### src/rtl/nanq_pkg.sv
package nanq_pkg;

    localparam int OP_W    = 64;
    localparam int NUM_FMT = 3;
    localparam int STYLE_W = 3;
    localparam int FMT_W   = 2;

    typedef enum logic [FMT_W-1:0] {
        FMT_HALF   = 2'd0,
        FMT_SINGLE = 2'd1,
        FMT_DOUBLE = 2'd2,
        FMT_DBL_AL = 2'd3
    } fmt_e;

    typedef enum logic [STYLE_W-1:0] {
        DN_TOP_POS  = 3'd0,
        DN_FULL_POS = 3'd1,
        DN_TOP_NEG  = 3'd2,
        DN_FULL_NEG = 3'd3,
        DN_BY_POL   = 3'd4
    } dn_style_e;

    typedef struct packed {
        logic            is_nan;
        logic            is_qnan;
        logic            is_snan;
        logic [OP_W-1:0] quieted;
        logic [OP_W-1:0] dflt;
    } lane_res_t;

    function automatic int exp_width(input int idx);
        case (idx)
            0:       return 5;
            1:       return 8;
            default: return 11;
        endcase
    endfunction

    function automatic int frac_width(input int idx);
        case (idx)
            0:       return 10;
            1:       return 23;
            default: return 52;
        endcase
    endfunction

    function automatic int lane_of(input logic [FMT_W-1:0] f);
        case (fmt_e'(f))
            FMT_HALF:   return 0;
            FMT_SINGLE: return 1;
            default:    return 2;
        endcase
    endfunction

endpackage

### src/rtl/nanq_classify.sv
module nanq_classify
    import nanq_pkg::*;
#(
    parameter int EW = 8,
    parameter int FW = 23,
    localparam int VW = EW + FW
) (
    input  logic [VW-1:0] mag_i,
    input  logic          snan_pol_i,
    input  logic          no_snan_i,
    output logic          is_nan_o,
    output logic          is_qnan_o,
    output logic          is_snan_o
);

    logic [EW-1:0] exp_f;
    logic [FW-1:0] frac_f;
    logic          exp_full;
    logic          frac_any;
    logic          sig_mark;

    always_comb begin
        exp_f     = mag_i[FW +: EW];
        frac_f    = mag_i[FW-1:0];
        exp_full  = &exp_f;
        frac_any  = |frac_f;
        sig_mark  = (frac_f[FW-1] == snan_pol_i);
        is_nan_o  = exp_full && frac_any;
        is_snan_o = is_nan_o && !no_snan_i && sig_mark;
        is_qnan_o = is_nan_o && !(sig_mark && !no_snan_i);
    end

endmodule

### src/rtl/nanq_shape.sv
module nanq_shape
    import nanq_pkg::*;
#(
    parameter int EW = 8,
    parameter int FW = 23
) (
    input  logic [OP_W-1:0]    operand_i,
    input  logic               snan_pol_i,
    input  logic               is_snan_i,
    input  logic [STYLE_W-1:0] dstyle_i,
    output logic [OP_W-1:0]    quieted_o,
    output logic [OP_W-1:0]    dflt_o
);

    localparam int SIGN_POS = EW + FW;

    logic [FW-1:0] top_only;
    logic [FW-1:0] all_set;
    logic [FW-1:0] below_top;
    logic [FW-1:0] dfrac;
    logic          dsign;

    always_comb begin
        top_only  = '0;
        top_only[FW-1] = 1'b1;
        all_set   = '1;
        below_top = all_set >> 1;

        quieted_o = operand_i;
        if (is_snan_i) begin
            if (snan_pol_i) begin
                quieted_o[FW-1] = 1'b0;
                quieted_o[FW-2] = 1'b1;
            end else begin
                quieted_o[FW-1] = 1'b1;
            end
        end

        case (dn_style_e'(dstyle_i))
            DN_FULL_POS: begin dfrac = all_set;  dsign = 1'b0; end
            DN_TOP_NEG:  begin dfrac = top_only; dsign = 1'b1; end
            DN_FULL_NEG: begin dfrac = all_set;  dsign = 1'b1; end
            DN_BY_POL:   begin dfrac = snan_pol_i ? below_top : top_only; dsign = 1'b0; end
            default:     begin dfrac = top_only; dsign = 1'b0; end
        endcase

        dflt_o = '0;
        dflt_o[FW +: EW]   = '1;
        dflt_o[FW-1:0]     = dfrac;
        dflt_o[SIGN_POS]   = dsign;
    end

    always_comb begin
        if (is_snan_i) begin
            AST_QUIET_TOP_BIT: assert (quieted_o[FW-1] != snan_pol_i);
            AST_QUIET_KEEPS_EXP: assert (quieted_o[FW +: EW] == operand_i[FW +: EW]);
        end
        AST_DFLT_IS_NAN: assert ((&dflt_o[FW +: EW]) && (|dflt_o[FW-1:0]));
        if (dstyle_i == DN_BY_POL) begin
            AST_POLSTYLE_QUIET: assert (dflt_o[FW-1] != snan_pol_i);
        end
    end

endmodule

### src/rtl/nanq_lane.sv
module nanq_lane
    import nanq_pkg::*;
#(
    parameter int EW = 8,
    parameter int FW = 23
) (
    input  logic [OP_W-1:0]    operand_i,
    input  logic               snan_pol_i,
    input  logic               no_snan_i,
    input  logic [STYLE_W-1:0] dstyle_i,
    output lane_res_t          res_o
);

    logic is_nan;
    logic is_qnan;
    logic is_snan;
    logic [OP_W-1:0] quieted;
    logic [OP_W-1:0] dflt;

    nanq_classify #(.EW(EW), .FW(FW)) u_cls (
        .mag_i      (operand_i[EW+FW-1:0]),
        .snan_pol_i (snan_pol_i),
        .no_snan_i  (no_snan_i),
        .is_nan_o   (is_nan),
        .is_qnan_o  (is_qnan),
        .is_snan_o  (is_snan)
    );

    nanq_shape #(.EW(EW), .FW(FW)) u_shp (
        .operand_i  (operand_i),
        .snan_pol_i (snan_pol_i),
        .is_snan_i  (is_snan),
        .dstyle_i   (dstyle_i),
        .quieted_o  (quieted),
        .dflt_o     (dflt)
    );

    always_comb begin
        res_o.is_nan  = is_nan;
        res_o.is_qnan = is_qnan;
        res_o.is_snan = is_snan;
        res_o.quieted = quieted;
        res_o.dflt    = dflt;
    end

endmodule

### src/rtl/nanq_unit.sv
module nanq_unit
    import nanq_pkg::*;
(
    input  logic [1:0]  fmt_i,
    input  logic [63:0] operand_i,
    input  logic        snan_pol_i,
    input  logic        no_snan_i,
    input  logic [2:0]  dstyle_i,
    output logic        nan_o,
    output logic        qnan_o,
    output logic        snan_o,
    output logic [63:0] quiet_o,
    output logic [63:0] dnan_o
);

    lane_res_t lane_res [NUM_FMT];
    lane_res_t pick;

    generate
        for (genvar g = 0; g < NUM_FMT; g++) begin : g_lane
            nanq_lane #(.EW(exp_width(g)), .FW(frac_width(g))) u_lane (
                .operand_i  (operand_i),
                .snan_pol_i (snan_pol_i),
                .no_snan_i  (no_snan_i),
                .dstyle_i   (dstyle_i),
                .res_o      (lane_res[g])
            );
        end
    endgenerate

    always_comb begin
        pick    = lane_res[lane_of(fmt_i)];
        nan_o   = pick.is_nan;
        qnan_o  = pick.is_qnan;
        snan_o  = pick.is_snan;
        quiet_o = pick.quieted;
        dnan_o  = pick.dflt;
    end

    logic is_inf;
    always_comb begin
        case (fmt_i)
            2'd0:    is_inf = (operand_i[14:0] == 15'h7C00);
            2'd1:    is_inf = (operand_i[30:0] == 31'h7F80_0000);
            default: is_inf = (operand_i[62:0] == 63'h7FF0_0000_0000_0000);
        endcase
    end

    always_comb begin
        AST_FLAGS_DISJOINT: assert (!(qnan_o && snan_o));
        AST_FLAGS_COVER: assert (nan_o == (qnan_o || snan_o));
        AST_INF_NOT_NAN: assert (!(is_inf && nan_o));
        if (no_snan_i) begin
            AST_NO_SNAN_OFF: assert (!snan_o);
        end
        if (!snan_o) begin
            AST_PASS_UNCHANGED: assert (quiet_o == operand_i);
        end
    end

endmodule

### config.mk
export PLATFORM = sky130hd
export DESIGN_NAME = nanq_unit
export DESIGN_NICKNAME = d
export VERILOG_FILES = /design/src/rtl/nanq_pkg.sv /design/src/rtl/nanq_classify.sv /design/src/rtl/nanq_shape.sv /design/src/rtl/nanq_lane.sv /design/src/rtl/nanq_unit.sv
export SDC_FILE = /design/constraint.sdc
export NUM_CORES = 1
export LEC_CHECK = 0
export BUFFER_PORTS_ARGS = -buffer_cell sky130_fd_sc_hd__buf_2
export CORE_AREA = 5 5 75 77
export DETAILED_ROUTE_END_ITERATION = 10
export DIE_AREA = 0 0 80 82
export PLACE_DENSITY_LB_ADDON = 0.15
export SYNTH_ARGS = -nofsm -noshare
export SYNTH_HDL_FRONTEND = slang
export SYNTH_SLANG_ARGS = --single-unit
### constraint.sdc
create_clock -name vclk -period 2.65
set_clock_uncertainty 0.05 [all_clocks]
set_input_delay 0.3975 -clock vclk [all_inputs]
set_output_delay 0.3975 -clock vclk [all_outputs]
set_load 0.005 [all_outputs]
==> results of run 1 <==
## critical path, cell delays in order
cell and delay, ns:
buf_2 0.11, nor4_1 0.32, nand4_1 0.20, nor4_2 0.35, nor2b_1 0.13, a211o_1 0.30
buf_2 0.13
## cell families (layout without fill, tap and decap cells)
family	after synthesis	after routing	synth area share
simple gates	50	50	0.265
xor+xnor	3	3	0.0239
compound gates	17	17	0.105
mux	2	2	0.0239
buf+inv	118	211	0.583
## area by class of cell
cell class | count | area, sq um | area share
timing repair buffer | 206 | 1050 | 0.649
inverter | 5 | 18.8 | 0.0116
multi-input combinational | 72 | 459 | 0.285
tap | 70 | 87.6 | 0.0543
## power breakdown
group | internal (mW) | switching (mW)
clock | 0 | 0
sequential | 0 | 0
combinational | 0.132 | 0.119
## worst paths after layout
path,endpoint,slack [ns],cells past startpoint
max,snan_o,0.27,7
min,quiet_o[63],0.75,0
## layout by cell type (no fill, tap or decap)
| cell | netlist | layout |
|---|---|---|
| buf_2 | 0 | 200 |
| nor4_1 | 11 | 11 |
| nand4_1 | 9 | 9 |
| nor2_1 | 8 | 8 |
| buf_4 | 53 | 6 |
| inv_1 | 5 | 5 |
| nor3_1 | 4 | 4 |
| o21ai_0 | 4 | 4 |
| nand2_1 | 4 | 4 |
| nand2b_1 | 3 | 3 |
| nand3_1 | 2 | 2 |
| xor2_1 | 2 | 2 |
| nor3b_1 | 2 | 2 |
| a31o_2 | 2 | 2 |
| a21o_1 | 2 | 2 |
| a21boi_0 | 2 | 2 |
| a21oi_1 | 2 | 2 |
| nor4b_1 | 1 | 1 |
| o21ai_1 | 1 | 1 |
| o21bai_1 | 1 | 1 |
| nor4_2 | 1 | 1 |
| and4_1 | 1 | 1 |
| xnor2_1 | 1 | 1 |
| o221ai_1 | 1 | 1 |
| nor2b_1 | 1 | 1 |
| a211o_1 | 1 | 1 |
| mux2_4 | 1 | 1 |
| o31ai_1 | 1 | 1 |
| mux2_2 | 1 | 1 |
| and3_1 | 1 | 1 |
| and2_1 | 1 | 1 |
| nand4b_1 | 1 | 1 |
## per-layer routing
layer	up-vias	wire length, um	GRT usage	share of wire
li1	727	-	-	-
met3	0	556	0.0186	0.12
met1	618	1520	0.117	0.34
met5	-	0	0	0
met4	0	0	0	0
met2	102	2410	0.236	0.54
==> flow_metrics.py, run 1 <==
metrics = {
    "timing": {
        "fin_ws_ns": 0.268,
        "drv_slew": 0,
        "timing.fmax_mhz": 420,
        "min_period_ns": 2.38,
        "maxSlewHeadroom": 0.693,
        "setup_viol": 0,
        "fin_setup_tns_ns": 0,
        "grt_setup_unrepaired": "no",
        "holdWs_ns": 0.745,
        "finalCritPeriodShare": 0.899,
        "hold_viol": 0,
        "tightest_slew_ns": 0.456,
    },
    "global_route": {
        "grt_pass1_wl_um": 5990,
        "grt_overflow_total": 0,
        "antenna_found_initial": 0,
        "grt_pass1_vias": 1323,
        "grtUsageTotal": 0.110,
        "grt_max_degree": 21,
    },
    "placement": {
        "place.gp.congestion": 0.691,
        "dpl.cell_count": 353,
        "post-place-ws_ns": 0.240,
        "port_buffers": 200,
        "hpwl_um": 4140,
        "place_area_sq_um": 1610,
    },
    "synth": {
        "syn_avg_cell_area_sq_um": 5.80,
        "ys_seq_area_frac": 0,
        "synth_warnings": 0,
        "netlist_area_sq_um": 1100,
        "synth_area_leader_cell": "buf_4",
        "synth.area.top_cells": "buf_4, clkbuf_1, nor4_1, nand4_1, nor2_1",
        "syn_nets": 261,
        "synth_cells": 190,
        "synthTopCellsByCount": "clkbuf_1, buf_4, nor4_1",
        "synthMostInstantiatedCell": "clkbuf_1",
        "synth.top_cell.area_share": 0.361,
        "synth_cell_types": 32,
    },
    "die": {
        "die_h_um": 82,
        "rows": 26,
        "core_sq_um": 4940,
        "io_pins": 202,
        "die_w_um": 80,
        "dieArea_sq_um": 6560,
        "start_util": 0.223,
    },
    "power_and_ir_drop": {
        "power.leakage_nw": 1.03,
        "totalPowerFinal_mw": 0.250,
        "power_density_nw_per_um2": 155,
        "peakVddDrop_mv": 0.0674,
    },
    "clock_network": {
        "postCtsSetupRepairBufs": 0,
        "ctsHoldBuffers": 0,
        "cts.repair.resized": 0,
    },
    "hold_path": {
        "hp-start": "operand_i[63]",
        "min_path_type": "in -> out",
    },
    "critical_path": {
        "worst-setup-path-type": "in -> out",
        "endpoint_kind": "primary output",
        "crit_arrival_ns": 1.93,
        "critPathMaxFanout": 3,
        "cp-startpoint": "operand_i[10]",
        "required_ns": 2.20,
        "start_kind": "input port",
    },
    "layout": {
        "n_fill_cell": 570,
        "sequential_cell_total": 0,
        "final_core_util": 0.326,
        "area.sequential_sq_um": 0,
        "instances_no_fill": 353,
        "syn_to_final_growth_pct": 46.4,
        "clockBufferCount": 0,
        "drive_above_1_share": 0.746,
        "nets": 356,
        "fin_area_sq_um": 1610,
        "diodes": 0,
    },
    "status": {
        "status": "complete, no violations",
    },
    "run": {
        "drv_cap": 0,
    },
    "route": {
        "dr.pass1.iters": 4,
        "finalWirelength_um": 4490,
        "dr_total_vias": 1447,
        "drc": 0,
        "via_per_inst": 4.10,
        "wl_per_cell_um": 12.7,
        "ant_nets": 0,
        "drt-initial-drc-count": 11,
    },
}
Power figures use the tool's default switching activity.
==> run 2, diff against run 1 <==
--- a/config.mk
+++ b/config.mk
@@ -10,6 +10,7 @@
 export DETAILED_ROUTE_END_ITERATION = 10
 export DIE_AREA = 0 0 80 82
 export PLACE_DENSITY_LB_ADDON = 0.15
+export RECOVER_POWER = 25
 export SYNTH_ARGS = -nofsm -noshare
 export SYNTH_HDL_FRONTEND = slang
 export SYNTH_SLANG_ARGS = --single-unit
==> run 2 against run 1 <==
  * Via count about the same
  * Die area did not move
  * Largest power group unchanged
  * Global-route usage stayed put
  * Worst setup slack worse by 0.013 ns
  * Fmax is 0.54% lower
  * Final area down 1.4%
  * Count of clock-buffer cells in the layout unchanged
  * Largest cell class unchanged
==> flow_metrics.py, run 2 (synthesis results as in run 1) <==
metrics = {
    "critical_path": {
        "crit_arrival_ns": 1.95,
        "required_ns": 2.20,
        "start_kind": "input port",
        "cp_slowest_cell": "nor4_2",
        "worst-setup-path-type": "in -> out",
        "critical-path-max-stage-delay_ns": 0.38,
        "path_common_cell": "buf_2",
        "endpoint_kind": "primary output",
        "path_cells": "buf_2, nor4_1, nand3_1, nor4_2, nor2b_1, a211o_1, buf_2",
        "critPathMaxFanout": 3,
    },
    "placement": {
        "dpl.cell_count": 353,
        "hpwl_um": 4140,
        "port_buffers": 200,
        "place_area_sq_um": 1610,
        "post-place-ws_ns": 0.240,
        "place.gp.congestion": 0.691,
    },
    "die": {
        "io_pins": 202,
        "start_util": 0.223,
        "core_sq_um": 4940,
        "dieArea_sq_um": 6560,
        "die_w_um": 80,
        "rows": 26,
        "die_h_um": 82,
    },
    "timing": {
        "maxSlewHeadroom": 0.693,
        "min_period_ns": 2.39,
        "setup_viol": 0,
        "grt_setup_unrepaired": "no",
        "tightest_slew_ns": 0.456,
        "finalCritPeriodShare": 0.904,
        "drv_slew": 0,
        "hold_viol": 0,
        "timing.fmax_mhz": 418,
        "fin_setup_tns_ns": 0,
        "fin_ws_ns": 0.255,
        "holdWs_ns": 0.745,
    },
    "clock_network": {
        "cts.repair.resized": 0,
        "postCtsSetupRepairBufs": 0,
        "ctsHoldBuffers": 0,
    },
    "global_route": {
        "grt_overflow_total": 0,
        "grtUsageTotal": 0.110,
        "grt_pass1_wl_um": 5990,
        "antenna_found_initial": 0,
        "grt_max_degree": 21,
        "grt_pass1_vias": 1323,
    },
    "route": {
        "drc": 0,
        "wl_per_cell_um": 12.7,
        "dr.pass1.iters": 4,
        "via_per_inst": 4.10,
        "finalWirelength_um": 4490,
        "dr_total_vias": 1448,
        "drt-initial-drc-count": 12,
        "ant_nets": 0,
    },
    "layout": {
        "fin_area_sq_um": 1590,
        "instances_no_fill": 353,
        "final_common_cell": "buf_2",
        "n_fill_cell": 580,
        "sequential_cell_total": 0,
        "area.sequential_sq_um": 0,
        "final_core_util": 0.321,
        "drive_above_1_share": 0.682,
        "syn_to_final_growth_pct": 44.3,
        "clockBufferCount": 0,
        "diodes": 0,
        "nets": 356,
        "mostFrequentLayoutCells": "buf_2, clkbuf_1, nor4_1",
    },
    "hold_path": {
        "min_path_cells": 0,
        "min_path_type": "in -> out",
    },
    "power_and_ir_drop": {
        "peakVddDrop_mv": 0.0659,
        "power.leakage_nw": 0.982,
        "power_density_nw_per_um2": 155,
        "totalPowerFinal_mw": 0.247,
    },
    "run": {
        "drv_cap": 0,
    },
    "status": {
        "status": "complete, no violations",
    },
}
==> run 2: cell types whose count changed in the layout (fill, tap and decap cells not counted), sizes merged <==
| cell | delta |
|---|---|
| buf | -18 |
| clkbuf | +18 |
==> run 2: layout make-up <==
| type | count | area (sq um) | share of cell area |
|---|---|---|---|
| Inverter | 5 | 18.8 | 0.0118 |
| Multi-Input combinational cell | 72 | 459 | 0.289 |
| Tap cell | 70 | 87.6 | 0.0551 |
| Timing Repair Buffer | 206 | 1020 | 0.644 |
==> run 2: worst max-delay path, delay by kind of cell <==
| kind | cells | cell delay, ns |
|---|---|---|
| buffers and inverters | 2 | 0.23 |
| AO/OA/AOI/OAI | 1 | 0.30 |
| AND/OR/NAND/NOR | 4 | 1.02 |
==> run 2: path summary, 6_finish.rpt <==
path / start / to
worst max-delay path: operand_i[4] / snan_o
worst min-delay path: operand_i[63] / quiet_o[63]
==> run 2: report_power, final <==
group	switching, mW	internal (mW)	leakage [nW]
combinational	0.119	0.128	0.982
clock	0	0	0
sequential	0	0	0
total	0.119	0.128	0.982
==> run 2: per-layer routing <==
layer / up-vias / part of all wire / track usage
li1: 727 / - / -
met1: 619 / 0.34 / 0.117
met2: 102 / 0.54 / 0.236
met3: 0 / 0.13 / 0.0186
met4: 0 / 0 / 0
met5: - / 0 / 0
==> run 3, diff against run 2 <==
--- a/config.mk
+++ b/config.mk
@@ -5,7 +5,7 @@
 export SDC_FILE = /design/constraint.sdc
 export NUM_CORES = 1
 export LEC_CHECK = 0
-export BUFFER_PORTS_ARGS = -buffer_cell sky130_fd_sc_hd__buf_2
+export BUFFER_PORTS_ARGS = -buffer_cell sky130_fd_sc_hd__buf_4
 export CORE_AREA = 5 5 75 77
 export DETAILED_ROUTE_END_ITERATION = 10
 export DIE_AREA = 0 0 80 82
==> run 3 against run 2 <==
  * Wire length is 7.5% higher
  * Combinational power grew 37%
  * Non-clock buffer count is 2 lower
  * Die area unchanged
  * Sequential share of layout area unchanged
  * Final area rose by 31%
  * Final cell count shrank 0.57%
  * Via count rose by 2.0%
  * Worst setup slack gained 0.025 ns
  * Critical path depth is the same
==> flow_metrics.py, run 3 (synthesis results as in run 1) <==
metrics = {
    "layout": {
        "area.sequential_sq_um": 0,
        "mostFrequentLayoutCells": "buf_4, clkbuf_4, nor4_1",
        "diodes": 0,
        "fin_area_sq_um": 2090,
        "nets": 354,
        "drive_above_1_share": 0.737,
        "final_common_cell": "buf_4",
        "sequential_cell_total": 0,
        "clockBufferCount": 0,
        "syn_to_final_growth_pct": 89.8,
        "n_fill_cell": 547,
    },
    "critical_path": {
        "start_kind": "input port",
        "critical-path-max-stage-delay_ns": 0.39,
        "crit_arrival_ns": 1.92,
        "path_cells": "buf_4, nor4_1, nand3_1, nor4_2, nor3b_1, mux2_4, buf_4",
        "path_buf_inv": 2,
        "required_ns": 2.20,
        "path_common_cell": "buf_4",
        "endpoint_kind": "primary output",
        "worst-setup-path-type": "in -> out",
        "cp_slowest_cell": "nor4_2",
        "crit_family": "simple AND/OR/NAND/NOR gates",
        "critPathMaxFanout": 3,
    },
    "die": {
        "dieArea_sq_um": 6560,
        "die_h_um": 82,
        "die_w_um": 80,
        "core_sq_um": 4940,
        "start_util": 0.223,
        "rows": 26,
        "io_pins": 202,
    },
    "timing": {
        "maxSlewHeadroom": 0.632,
        "tightest_slew_ns": 0.546,
        "hold_viol": 0,
        "fin_setup_tns_ns": 0,
        "setup_viol": 0,
        "grt_setup_unrepaired": "no",
        "finalCritPeriodShare": 0.894,
        "drv_slew": 0,
        "timing.fmax_mhz": 422,
        "min_period_ns": 2.37,
    },
    "placement": {
        "hpwl_um": 4480,
        "place_area_sq_um": 2100,
        "port_buffers": 200,
        "place.gp.congestion": 0.723,
    },
    "power_and_ir_drop": {
        "power_density_nw_per_um2": 162,
        "netSwitchingPower_mw": 0.127,
        "totalPowerFinal_mw": 0.339,
        "p_comb_frac": 1.000,
        "clkPwrFrac": 0,
        "peakVddDrop_mv": 0.0719,
        "intPower_mw": 0.212,
        "power_frac_seq": 0,
        "swShare": 0.373,
        "power.leakage_nw": 1.14,
    },
    "clock_network": {
        "postCtsSetupRepairBufs": 0,
    },
    "hold_path": {
        "min_path_type": "in -> out",
    },
    "route": {
        "finalWirelength_um": 4830,
        "drc": 0,
        "dr.pass1.iters": 3,
        "drt-initial-drc-count": 8,
        "ant_nets": 0,
        "via_per_inst": 4.21,
        "dr_total_vias": 1477,
        "wl_per_cell_um": 13.7,
    },
    "global_route": {
        "grtUsageTotal": 0.127,
        "antenna_found_initial": 0,
        "grt_overflow_total": 0,
        "grt_pass1_wl_um": 6840,
        "grt_pass1_vias": 1467,
        "grt_max_degree": 23,
    },
    "run": {
        "drv_cap": 0,
    },
    "status": {
        "status": "complete, no violations",
    },
}
==> run 3: what timing repair did <==
item | CTS | global route
setup endpoints to repair | 0 | 4
hold buffers | 0 | 0
gates resized for setup | 0 | 2
==> run 3: power groups by stage <==
stage	sequential [mW]	clock, mW	combinational [mW]
after floorplan	0	0	0.161
after global placement	0	0	0.349
after detailed placement	0	0	0.350
after CTS	0	0	0.350
after global routing	0	0	0.371
final	0	0	0.339
==> run 3: final cells by class <==
cell class	count	area (sq um)	area share
Inverter	5	22.5	0.0108
Multi-Input combinational cell	72	459	0.220
Timing Repair Buffer	204	1520	0.728
Tap cell	70	87.6	0.0419
==> run 3: worst paths after layout <==
kind     startpoint     endpoint  slack, ns  depth (start not counted)
max    operand_i[4]  quiet_o[51]       0.28                          7
min   operand_i[63]  quiet_o[63]       0.75                          0
==> run 3: layer usage <==
| layer | up-vias | track usage | routed length (um) |
|---|---|---|---|
| li1 | 722 | - | - |
| met1 | 653 | 0.128 | 1480 |
| met2 | 102 | 0.267 | 2680 |
| met3 | 0 | 0.0395 | 666 |
| met4 | 0 | 0 | 0 |
| met5 | - | 0 | 0 |
==> run 3: metrics by stage <==
step	hold slack (ns)	cells	setup slack, ns	util
CTS	0.745	351	0.242	0.424
finish	0.745	351	0.281	0.423
global placement	0.745	351	0.246	0.424
global route	0.745	351	0.0894	0.423
detailed placement	0.745	351	0.243	0.424
floorplan	0.810	190	0.332	-
